==> config.mk <==
export PLATFORM = sky130hd
export DESIGN_NAME = adc_serial_reader
export DESIGN_NICKNAME = d
export VERILOG_FILES = /design/src/rtl/adc_rd_pkg.sv /design/src/rtl/adc_rd_timebase.sv /design/src/rtl/adc_rd_capture.sv /design/src/rtl/adc_serial_reader.sv
export SDC_FILE = /design/constraint.sdc
export NUM_CORES = 1
export LEC_CHECK = 0
export BUFFER_PORTS_ARGS = -buffer_cell sky130_fd_sc_hd__buf_2
export CAP_MARGIN = 20
export CORE_MARGIN = 2
export CORE_UTILIZATION = 50
export CTS_CLUSTER_DIAMETER = 80
export DETAILED_ROUTE_END_ITERATION = 10
export PLACE_DENSITY = 0.69
export SLEW_MARGIN = 5
export SYNTH_ARGS = -nofsm -noshare
export SYNTH_HDL_FRONTEND = slang
export SYNTH_SLANG_ARGS = --single-unit
export TNS_END_PERCENT = 30
==> constraint.sdc <==
create_clock -name clk -period 4.2 [get_ports clk]
set_input_delay 0.42 -clock clk [delete_from_list [all_inputs] [get_ports clk]]
set_output_delay 0.42 -clock clk [all_outputs]
set_load 0.02 [all_outputs]
==> src/rtl/adc_rd_pkg.sv <==
package adc_rd_pkg;

    typedef enum logic [1:0] {
        ST_IDLE,
        ST_LEAD,
        ST_SHIFT,
        ST_TAIL
    } rd_state_e;

    localparam int BASE_PERIODS  = 16;
    localparam int ACQ_PERIODS   = 2;
    localparam int LEAD_PERIODS  = 2;

    function automatic int frame_periods(input bit extra_acq);
        return BASE_PERIODS + (extra_acq ? ACQ_PERIODS : 0);
    endfunction

endpackage

==> src/rtl/adc_rd_timebase.sv <==
module adc_rd_timebase #(
    parameter int SCK_DIV = 4
) (
    input  logic clk,
    input  logic rst_n,
    input  logic run,
    output logic phase_end,
    output logic sck_hi
);
    localparam int PH_W = (SCK_DIV > 2) ? $clog2(SCK_DIV) : 1;
    localparam int HALF = SCK_DIV / 2;

    logic [PH_W-1:0] phase_q;

    always_ff @(posedge clk) begin
        if (!rst_n) begin
            phase_q <= '0;
        end else if (!run || phase_end) begin
            phase_q <= '0;
        end else begin
            phase_q <= phase_q + 1'b1;
        end
    end

    assign phase_end = run && (phase_q == PH_W'(SCK_DIV - 1));
    assign sck_hi    = run && (phase_q >= PH_W'(HALF));

endmodule

==> src/rtl/adc_rd_capture.sv <==
module adc_rd_capture #(
    parameter int RES_W = 14,
    parameter int OUT_W = 16
) (
    input  logic             clk,
    input  logic             rst_n,
    input  logic             take,
    input  logic             last,
    input  logic             sdin,
    output logic [OUT_W-1:0] result,
    output logic             valid
);
    logic [RES_W-2:0] sh_q;
    logic [RES_W-1:0] word_w;

    assign word_w = {sh_q, sdin};

    always_ff @(posedge clk) begin
        if (!rst_n) begin
            sh_q   <= '0;
            result <= '0;
            valid  <= 1'b0;
        end else begin
            valid <= 1'b0;
            if (take) begin
                sh_q <= word_w[RES_W-2:0];
                if (last) begin
                    result <= OUT_W'(word_w);
                    valid  <= 1'b1;
                end
            end
        end
    end

endmodule

==> src/rtl/adc_serial_reader.sv <==
module adc_serial_reader
    import adc_rd_pkg::*;
#(
    parameter int RES_W     = 14,
    parameter bit EXTRA_ACQ = 1'b0,
    parameter int SCK_DIV   = 4,
    parameter int OUT_W     = 16
) (
    input  logic             clk,
    input  logic             rst_n,
    input  logic             start_i,
    input  logic             cont_i,
    input  logic             ser_din_i,
    output logic             smp_start_o,
    output logic             ser_clk_o,
    output logic [OUT_W-1:0] result_o,
    output logic             valid_o
);
    localparam int FRAME_P   = frame_periods(EXTRA_ACQ);
    localparam int PER_W     = $clog2(FRAME_P);
    localparam int LAST_DATA = LEAD_PERIODS + RES_W - 1;

    rd_state_e        st_q, st_d;
    logic [PER_W-1:0] period_q, period_d;
    logic             phase_end;
    logic             sck_hi;
    logic             frame_end;
    logic             take;
    logic             last_bit;

    adc_rd_timebase #(.SCK_DIV(SCK_DIV)) u_tb (
        .clk       (clk),
        .rst_n     (rst_n),
        .run       (st_q != ST_IDLE),
        .phase_end (phase_end),
        .sck_hi    (sck_hi)
    );

    assign frame_end = phase_end && (period_q == PER_W'(FRAME_P - 1));
    assign take      = (st_q == ST_SHIFT) && phase_end;
    assign last_bit  = (period_q == PER_W'(LAST_DATA));

    // State register
    always_ff @(posedge clk) begin
        if (!rst_n) begin
            st_q     <= ST_IDLE;
            period_q <= '0;
        end else begin
            st_q     <= st_d;
            period_q <= period_d;
        end
    end

    // Next-state logic
    always_comb begin
        st_d     = st_q;
        period_d = period_q;
        unique case (st_q)
            ST_IDLE: begin
                period_d = '0;
                if (start_i || cont_i) begin
                    st_d = ST_LEAD;
                end
            end
            ST_LEAD: begin
                if (phase_end) begin
                    period_d = period_q + 1'b1;
                    if (period_q == PER_W'(LEAD_PERIODS - 1)) begin
                        st_d = ST_SHIFT;
                    end
                end
            end
            ST_SHIFT: begin
                if (frame_end) begin
                    period_d = '0;
                    st_d     = cont_i ? ST_LEAD : ST_IDLE;
                end else if (phase_end) begin
                    period_d = period_q + 1'b1;
                    if (last_bit) begin
                        st_d = ST_TAIL;
                    end
                end
            end
            ST_TAIL: begin
                if (frame_end) begin
                    period_d = '0;
                    st_d     = cont_i ? ST_LEAD : ST_IDLE;
                end else if (phase_end) begin
                    period_d = period_q + 1'b1;
                end
            end
            default: begin
                st_d     = ST_IDLE;
                period_d = '0;
            end
        endcase
    end

    // Output decode
    always_comb begin
        smp_start_o = (st_q == ST_LEAD) && (period_q == '0);
        ser_clk_o   = sck_hi;
    end

    adc_rd_capture #(.RES_W(RES_W), .OUT_W(OUT_W)) u_cap (
        .clk    (clk),
        .rst_n  (rst_n),
        .take   (take),
        .last   (last_bit),
        .sdin   (ser_din_i),
        .result (result_o),
        .valid  (valid_o)
    );

endmodule

==> results of run 1 <==
-- cell type report --
class	instances	area share, %
clock buffer	6	2.46
sequential	36	42.9
multi-input combinational	112	43.1
inverter	4	0.894
tap	31	2.31
timing repair buffer	21	6.25
clock inverter	2	2.08
-- routing by layer --
layer	track usage [%]	routed length [um]	vias up
li1	-	-	566
met1	20.0	1230	486
met2	26.5	1120	22
met3	7.42	118	7
met4	8.44	59	0
met5	0	0	-
-- through the flow --
| step | hold slack, ps | worst slack (ps) | utilization (%) | area (sq um) | instances |
|---|---|---|---|---|---|
| after global placement | 441 | 2150 | 56.7 | 1600 | 204 |
| after floorplan | 431 | 2450 | - | 1520 | 162 |
| final | 334 | 2100 | 59.4 | 1680 | 212 |
| after global routing | 318 | 1850 | 59.4 | 1680 | 212 |
| after CTS | 320 | 2060 | 59.4 | 1680 | 212 |
| after detailed placement | 461 | 2090 | 56.7 | 1600 | 204 |
-- flip-flops by register name, indices dropped and copies added (netlist names) --
signal        count
period_q          4
u_cap.result     14
u_cap.sh_q       13
u_cap.valid       1
st_q              2
u_tb.phase_q      2
-- synthesized netlist by cell type --
cell type / count / area [sq um]
nor4b_1: 1 / 8.76
nand2_1: 31 / 116
nand3_1: 1 / 5.00
dfxtp_1: 36 / 721
clkbuf_1: 5 / 18.8
nand4_2: 1 / 12.5
o21ai_0: 3 / 15.0
nor3_4: 1 / 16.3
buf_4: 3 / 22.5
nor2_1: 7 / 26.3
mux2i_1: 15 / 150
buf_2: 1 / 5.00
nand4b_1: 1 / 8.76
ha_1: 5 / 62.6
nor3_1: 5 / 25.0
conb_1: 1 / 3.75
a21boi_1: 8 / 60.1
nor2b_1: 14 / 87.6
inv_1: 3 / 11.3
buf_8: 1 / 15.0
nand2b_1: 1 / 6.26
o21ai_1: 1 / 5.00
xnor2_1: 2 / 17.5
a21boi_0: 5 / 37.5
xor2_1: 1 / 8.76
and2_1: 2 / 12.5
a311o_1: 1 / 10.0
nand4_1: 3 / 18.8
or2_1: 1 / 6.26
clkinv_1: 1 / 3.75
-- logic make-up after synthesis --
kind of cell	after synthesis	share of synthesized area (%)
AOI/OAI and AO/OA	18	8.41
xor gates and xnor gates	3	1.73
adders and majority gates	5	4.12
buffers and inverters	14	5.03
DFF	36	47.5
muxes	15	9.89
other	1	0.247
and+or+nand+nor	69	23.1
-- worst register-to-register path: cells and delay by family, from the launching register on --
family | cells | cell delay [ps]
flip-flops | 1 | 390
adder cells (fa/ha/maj) | 1 | 380
multiplexers | 1 | 280
AND/OR/NAND/NOR | 3 | 960
-- power by group through the flow --
stage	Sequential, mW	Clock, mW	Combinational (mW)
finish	0.351	0.235	0.0283
CTS	0.351	0.242	0.0283
floorplan	0.353	0	0.0279
detailed placement	0.358	0	0.0285
global placement	0.358	0	0.0275
global route	0.351	0.261	0.0320
-- cell usage in the layout (no fill, tap or decap), types with 2 or more instances in the layout --
master / n
nand2_1: 31
nand4_1: 3
and2_1: 2
buf_2: 21
conb_1: 2
ha_1: 5
a21boi_0: 5
nor3_1: 5
xnor2_1: 2
mux2i_1: 15
nor2b_1: 14
clkbuf_4: 5
inv_1: 3
o21ai_0: 3
nor2_1: 7
a21boi_1: 8
dfxtp_1: 36
-- path summary, 6_finish.rpt --
check	to	slack (ps)	depth (start not counted)
worst max-delay path	u_cap.result[4]	2100	5
worst max register to register	u_cap.result[4]	2100	5
worst min register to register	u_cap.sh_q[5]	470	2
worst min-delay path	st_q[0]	330	3
==> flow_summary.toml, run 1 <==
[critical_path]
cp_data_required_time_ps = 4420
worst_path_max_delay_cell = "nor3_4"
critical_path_class = "register to register"
endpoint_kind = "register"
cp_top_family = "simple AND/OR/NAND/NOR gates"
startpoint = "u_tb.phase_q[0]"
path_cells = "ha_1 -> nand4_2 -> nor3_4 -> mux2i_1 -> nor2b_1"
setup.worst_path.start_class = "register"
cp.arrival_ps = 2330
r2r_start = "u_tb.phase_q[0]"
path_max_fanout = 15
critPathBufInv = 0
max_stage_delay_ps = 710

[grt]
antenna_found_initial = 0
grt_pass1_wl_mm = 4.41
track_usage_pct = 17.0
grt_overflow = 0
grt_pass1_vias = 1027
grt_max_degree = 34

[outcome]
status = "finished, final reports clean"

[power]
power.total_uw = 614
pwr-share-clk_pct = 38.3
comb_power_share_pct = 4.6
p_leak_nw = 0.624
power.internal_uw = 481
ir_drop_mv = 0.216
power_density_mw_per_mm2 = 366
swShare_pct = 21.7
power.share.sequential_pct = 57.1
switchingPower_uw = 133

[logic_synthesis]
netlist-cell-type-count = 30
ys_warn_count = 0
ys_ff_latch = 36
synth_area_per_cell_sq_um = 9.43
ys_seq_area_share_pct = 47.5
synth_area_sq_mm = 0.00152
syn_inst = 161

[clocking]
cts.sinks = 36
htree_levels = 2
clk_latency_ps = 340
cts_resized = 0
tritoncts = "built"
clockBufferDepth = 2
cts_root_buffer = "clkbuf_4"
post-cts-setup-buffers = 0
cts_buffers = 5
cts.clk_slew.worst_paths_ps = 100
cts_hold_buf = 0

[floorplan]
die_x_um = 59.1
die_area_sq_mm = 0.00349
die_h_um = 59.1
core_area_sq_mm = 0.00283
rows = 19
initial_utilization_pct = 53.6
io_pins = 24

[route]
dr.pass1.iters = 4
viasPerCell = 5.10
vias = 1081
drt_iter0_drc = 29
wl_per_cell_um = 12.0
wl_mm = 2.54
final_antenna_net_count = 0
remaining_drc_errors = 0

[worst_hold_path]
hold_class = "input port to register"
hp-start = "cont_i"

[sta]
hold_viol = 0
min_period_ps = 2100
clock_skew_ps = 13.6
setup_viol = 0
max_slew.worst_pin.slew_ps = 919
grt_setup_unrepaired = "no"
slew_headroom_pct = 38.5
drv_slew = 0
setup_tns_ps = 0
finalCritPeriodShare_pct = 50.1
fmax_mhz = 475

[placed_design]
portBuffers = 21
gp_congestion = 0.743
dp_hpwl_mm = 1.71

[cells_and_area]
multi_input_area_sq_um = 724
final_nets = 190
num-fill-cells = 260
regArea_sq_um = 721
diodes = 0
drive_gt1_share_pct = 16.6
area_growth_pct = 10.7

[job]
maxCapViolations = 0
(Power assumes the default switching activity.)
==> inputs of run 2 (changes only) <==
==> constraint.sdc (replaced) <==
create_clock -name clk -period 2 [get_ports clk]
set_input_delay 0.2 -clock clk [delete_from_list [all_inputs] [get_ports clk]]
set_output_delay 0.2 -clock clk [all_outputs]
set_load 0.02 [all_outputs]
==> run 2 against run 1 <==
Compared with the run above:
- non-clock buffer count is 3 higher
- worst hold slack worse by 220 ps
- die area stayed put
- clock-buffer cell count stayed put
- wire length is 4.7% higher
- setup slack worse by 1800 ps
- critical path type unchanged
- largest power group unchanged
==> flow_summary.toml, run 2 (same netlist as run 1, synthesis figures left out) <==
[floorplan]
io_pins = 24
die_x_um = 59.1
initial_utilization_pct = 53.6
rows = 19
die_area_sq_mm = 0.00349
die_h_um = 59.1
core_area_sq_mm = 0.00283

[route]
wl_per_cell_um = 12.4
final_antenna_net_count = 0
wl_mm = 2.66
remaining_drc_errors = 0
dr.pass1.iters = 4
viasPerCell = 5.12
drt_iter0_drc = 41
vias = 1095

[cells_and_area]
final_nets = 193
reg.largest.list = "u_cap.result: 14 flops, u_cap.sh_q: 13 flops, period_q: 4 flops"
most-common-layout-cells = "dfxtp_1, nand2_1, buf_2"
num-fill-cells = 245
layout_commonest_cell = "dfxtp_1"
diodes = 0
regArea_sq_um = 721
largest_register_ffs = 14
multi_input_area_sq_um = 724
top_register = "u_cap.result"
drive_gt1_share_pct = 17.5
area_growth_pct = 10.2

[placed_design]
gp_congestion = 0.794
portBuffers = 21
dp_hpwl_mm = 1.81
place_ws_ps = 316

[worst_hold_path]
min_to = "st_q[0]"
hold_path_depth = 3
hold_class = "input port to register"
hp-start = "cont_i"

[sta]
fmax_mhz = 589
drv_slew = 0
min_period_ps = 1700
setup_tns_ps = 0
finalCritPeriodShare_pct = 84.9
clock_skew_ps = 7.37
hold_viol = 0
setup_viol = 0
grt_setup_unrepaired = "no"
finalWorstSetupSlack_ps = 302

[critical_path]
setup.worst_path.start_class = "register"
rr_worst_depth = 6
path_cells = "ha_1 -> nand4_2 -> nor3_4 -> buf_4 -> mux2i_1 -> nor2b_1"
cp_data_required_time_ps = 2230
critical_path_class = "register to register"
path_max_fanout = 15
cp.arrival_ps = 1930
reg2reg_slack_ps = 300
worstReg2RegEnd = "u_cap.result[13]"
r2r_start = "u_tb.phase_q[0]"
worst_path_max_delay_cell = "dfxtp_1"
endpoint_kind = "register"
max_stage_delay_ps = 370

[outcome]
status = "finished, final reports clean"

[job]
maxCapViolations = 0

[power]
ir_drop_mv = 0.503
power_density_mw_per_mm2 = 686
p_leak_nw = 0.626

[grt]
grt_overflow = 0
track_usage_pct = 17.6
antenna_found_initial = 0
grt_pass1_vias = 1018
grt_pass1_wl_mm = 4.51
grt_max_degree = 34

[clocking]
cts.clk_slew.worst_paths_ps = 100
cts_hold_buf = 0
post-cts-setup-buffers = 0
cts_buffers = 5
clk_latency_ps = 340
cts.sinks = 36
htree_levels = 2
cts_resized = 0
cts_root_buffer = "clkbuf_4"
clockBufferDepth = 2
tritoncts = "built"
## run 2: worst max-delay path by stage
| stage | from | endpoint | slack (ps) | cells past startpoint |
|---|---|---|---|---|
| 6_report | u_tb.phase_q[0] | u_cap.result[13] | 300 | 6 |
| 3_5_place_dp | u_tb.phase_q[0] | u_cap.result[13] | 320 | 6 |
| 2_1_floorplan | u_tb.phase_q[0] | u_cap.result[0] | 390 | 7 |
| 3_3_place_gp | u_tb.phase_q[0] | u_cap.result[5] | 410 | 6 |
| 5_1_grt | st_q[0] | smp_start_o | 130 | 3 |
| 4_1_cts | st_q[0] | smp_start_o | 280 | 3 |
## run 2: metrics by stage
| stage | hold slack [ps] | std cells | total power [mW] | area, sq um | utilization (%) |
|---|---|---|---|---|---|
| after CTS | 99.4 | 214 | 1.16 | 1670 | 59.1 |
| final | 116 | 214 | 1.15 | 1670 | 59.1 |
| after floorplan | 345 | 162 | 0.800 | 1520 | - |
| after global placement | 438 | 207 | 0.809 | 1630 | 57.5 |
| after detailed placement | 460 | 207 | 0.813 | 1630 | 57.5 |
| after global routing | 101 | 214 | 1.21 | 1670 | 59.1 |
## run 2: where the power goes
part	leakage, nW	internal (mW)	switching, mW
clock	0.0281	0.129	0.222
sequential	0.290	0.723	0.0123
combinational	0.308	0.0248	0.0355
total	0.626	0.877	0.270
## run 2: layer usage
| metal | vias to the layer above | track usage [%] | part of all wire, % |
|---|---|---|---|
| li1 | 575 | - | - |
| met1 | 494 | 21.6 | 47 |
| met2 | 20 | 27.5 | 46 |
| met3 | 6 | 7.21 | 4.6 |
| met4 | 0 | 6.82 | 1.8 |
| met5 | - | 0 | 0 |
## run 2: layout make-up
class | count | share of cell area (%)
Clock inverter | 1 | 0.299
Multi-Input combinational cell | 112 | 43.3
Timing Repair Buffer | 24 | 7.63
Sequential cell | 36 | 43.1
Tap cell | 31 | 2.32
Inverter | 4 | 0.898
Clock buffer | 6 | 2.47
## run 2: worst max-delay path, delay by kind of cell (launching register included)
kind,cells,cell delay [ps]
buffers and inverters,1,290
AND/OR/NAND/NOR,3,390
multiplexers,1,230
adder cells (fa/ha/maj),1,300
flip-flops,1,370
==> inputs of run 3 (changes only) <==
==> constraint.sdc (replaced) <==
create_clock -name clk -period 1.57 [get_ports clk]
set_input_delay 0.157 -clock clk [delete_from_list [all_inputs] [get_ports clk]]
set_output_delay 0.157 -clock clk [all_outputs]
set_load 0.02 [all_outputs]
==> run 3 against run 2 <==
Compared with the run above:
- register-to-register slack worse by 180 ps
- non-clock buffer count is 2 higher
- critical path depth is 1 lower
- sequential share of layout area is 2.1 points lower
- die area stayed put
- setup slack worse by 210 ps
- utilization is 4.1 points higher
==> flow_summary.toml, run 3 (same netlist as run 1, synthesis figures left out) <==
[sta]
min_period_ps = 1480
setup_tns_ps = 0
finalCritPeriodShare_pct = 94.4
clock_skew_ps = 5.94
grt_setup_unrepaired = "yes"
hold_viol = 0
drv_slew = 0
setup_viol = 0
fmax_mhz = 675

[floorplan]
rows = 19
die_h_um = 59.1
core_area_sq_mm = 0.00283
die_x_um = 59.1
io_pins = 24
die_area_sq_mm = 0.00349
initial_utilization_pct = 53.6

[outcome]
status = "finished, final reports clean"

[clocking]
cts.sinks = 36
htree_levels = 2
clk_latency_ps = 330
cts_buffers = 5
cts_root_buffer = "clkbuf_4"
post-cts-setup-buffers = 0
clockBufferDepth = 2
cts_resized = 3
cts_hold_buf = 0
cts.clk_slew.worst_paths_ps = 100
tritoncts = "built"

[grt]
use_met3_pct = 7.21
grt_max_degree = 22
grt_pass1_wl_mm = 4.68
antenna_found_initial = 0
gr-usage-met1_pct = 21.6
grt_pass1_vias = 1019
use_met2_pct = 28.9
gr-max-usage-layer = "met2"
grt_overflow = 0
track_usage_pct = 17.9

[critical_path]
cp_top_family = "flip-flops"
worst_path_max_delay_cell = "dfxtp_2"
setup.worst_path.start_class = "register"
critical_path_class = "register to output port"
max_stage_delay_ps = 340
endpoint_kind = "output port"
path_max_fanout = 4
cp.arrival_ps = 1320
path_cells = "buf_6 -> inv_2 -> ha_2 -> nor4b_4 -> buf_4"
cp_data_required_time_ps = 1410
critPathBufInv = 3

[cells_and_area]
num-fill-cells = 248
most-common-layout-cells = "nand2_1, dfxtp_1, buf_2"
area_growth_pct = 17.8
top_register = "u_cap.result"
multi_input_area_sq_um = 763
layout_commonest_cell = "nand2_1"
fin_cells = 217
drive_gt1_share_pct = 25.3
largest_register_ffs = 14
final_nets = 195
reg.largest.list = "u_cap.result: 14 flops, u_cap.sh_q: 13 flops, period_q: 4 flops"
diodes = 0
regArea_sq_um = 733

[route]
final_antenna_net_count = 0
drt_iter0_drc = 20
vias = 1102
wl_mm = 2.62
remaining_drc_errors = 0
dr.pass1.iters = 4
viasPerCell = 5.08
wl_per_cell_um = 12.1

[job]
maxCapViolations = 0

[placed_design]
portBuffers = 21
gp_congestion = 0.741
placed_cells_incl_taps = 209
dp_hpwl_mm = 1.85

[power]
power.total_mw = 1.67
ir_drop_mv = 0.700
p_leak_nw = 0.671
power_density_mw_per_mm2 = 932

[worst_hold_path]
hold_class = "input port to register"
-- run 3: cell count changes in the layout (fill, tap and decap cells not counted), sizes merged --
cell    change
bufinv      +1
buf         +2
-- run 3: per-stage QoR --
stage               hold WS [ps]  utilization, %  cell area, sq um  worst slack (ps)
finish                      73.1            63.2              1790              88.3
global route                74.9            63.2              1790             -1.14
CTS                         59.6            62.0              1750              23.7
detailed placement           423            59.0              1670              76.9
global placement             406            59.0              1670               162
floorplan                    302               -              1540              4.45
-- run 3: power by group --
group	internal, mW	total [mW]	switching (mW)
clock	0.334	0.633	0.299
sequential	0.922	0.941	0.0190
combinational	0.0441	0.0927	0.0486
total	1.30	1.67	0.367
-- run 3: path summary, 6_finish.rpt --
kind	from	to	cells after the start	slack (ps)
max	period_q[0]	smp_start_o	5	90
min	ser_din_i	u_cap.sh_q[0]	3	70
min reg2reg	u_tb.phase_q[0]	u_tb.phase_q[0]	1	440
max reg2reg	u_tb.phase_q[0]	u_cap.result[4]	6	120
-- run 3: final cells by class --
class	instances	share of cell area [%]
multi-input cells	112	42.7
flip-flops and latches	36	41.0
repair buffers	26	9.03
clock buffers	6	2.31
well taps	31	2.17
clock inverters	2	1.96
inverters	4	0.840
-- run 3: tightest hold or removal path, delay by kind of cell --
| kind | cells | cell delay, ps |
|---|---|---|
| buf+inv | 1 | 100 |
| compound gates | 1 | 60 |
| simple gates | 1 | 40 |
-- run 3: metal layers --
layer / vias up / share of wire, %
li1: 575 / -
met1: 506 / 48
met2: 17 / 47
met3: 4 / 3.8
met4: 0 / 1.1
met5: - / 0
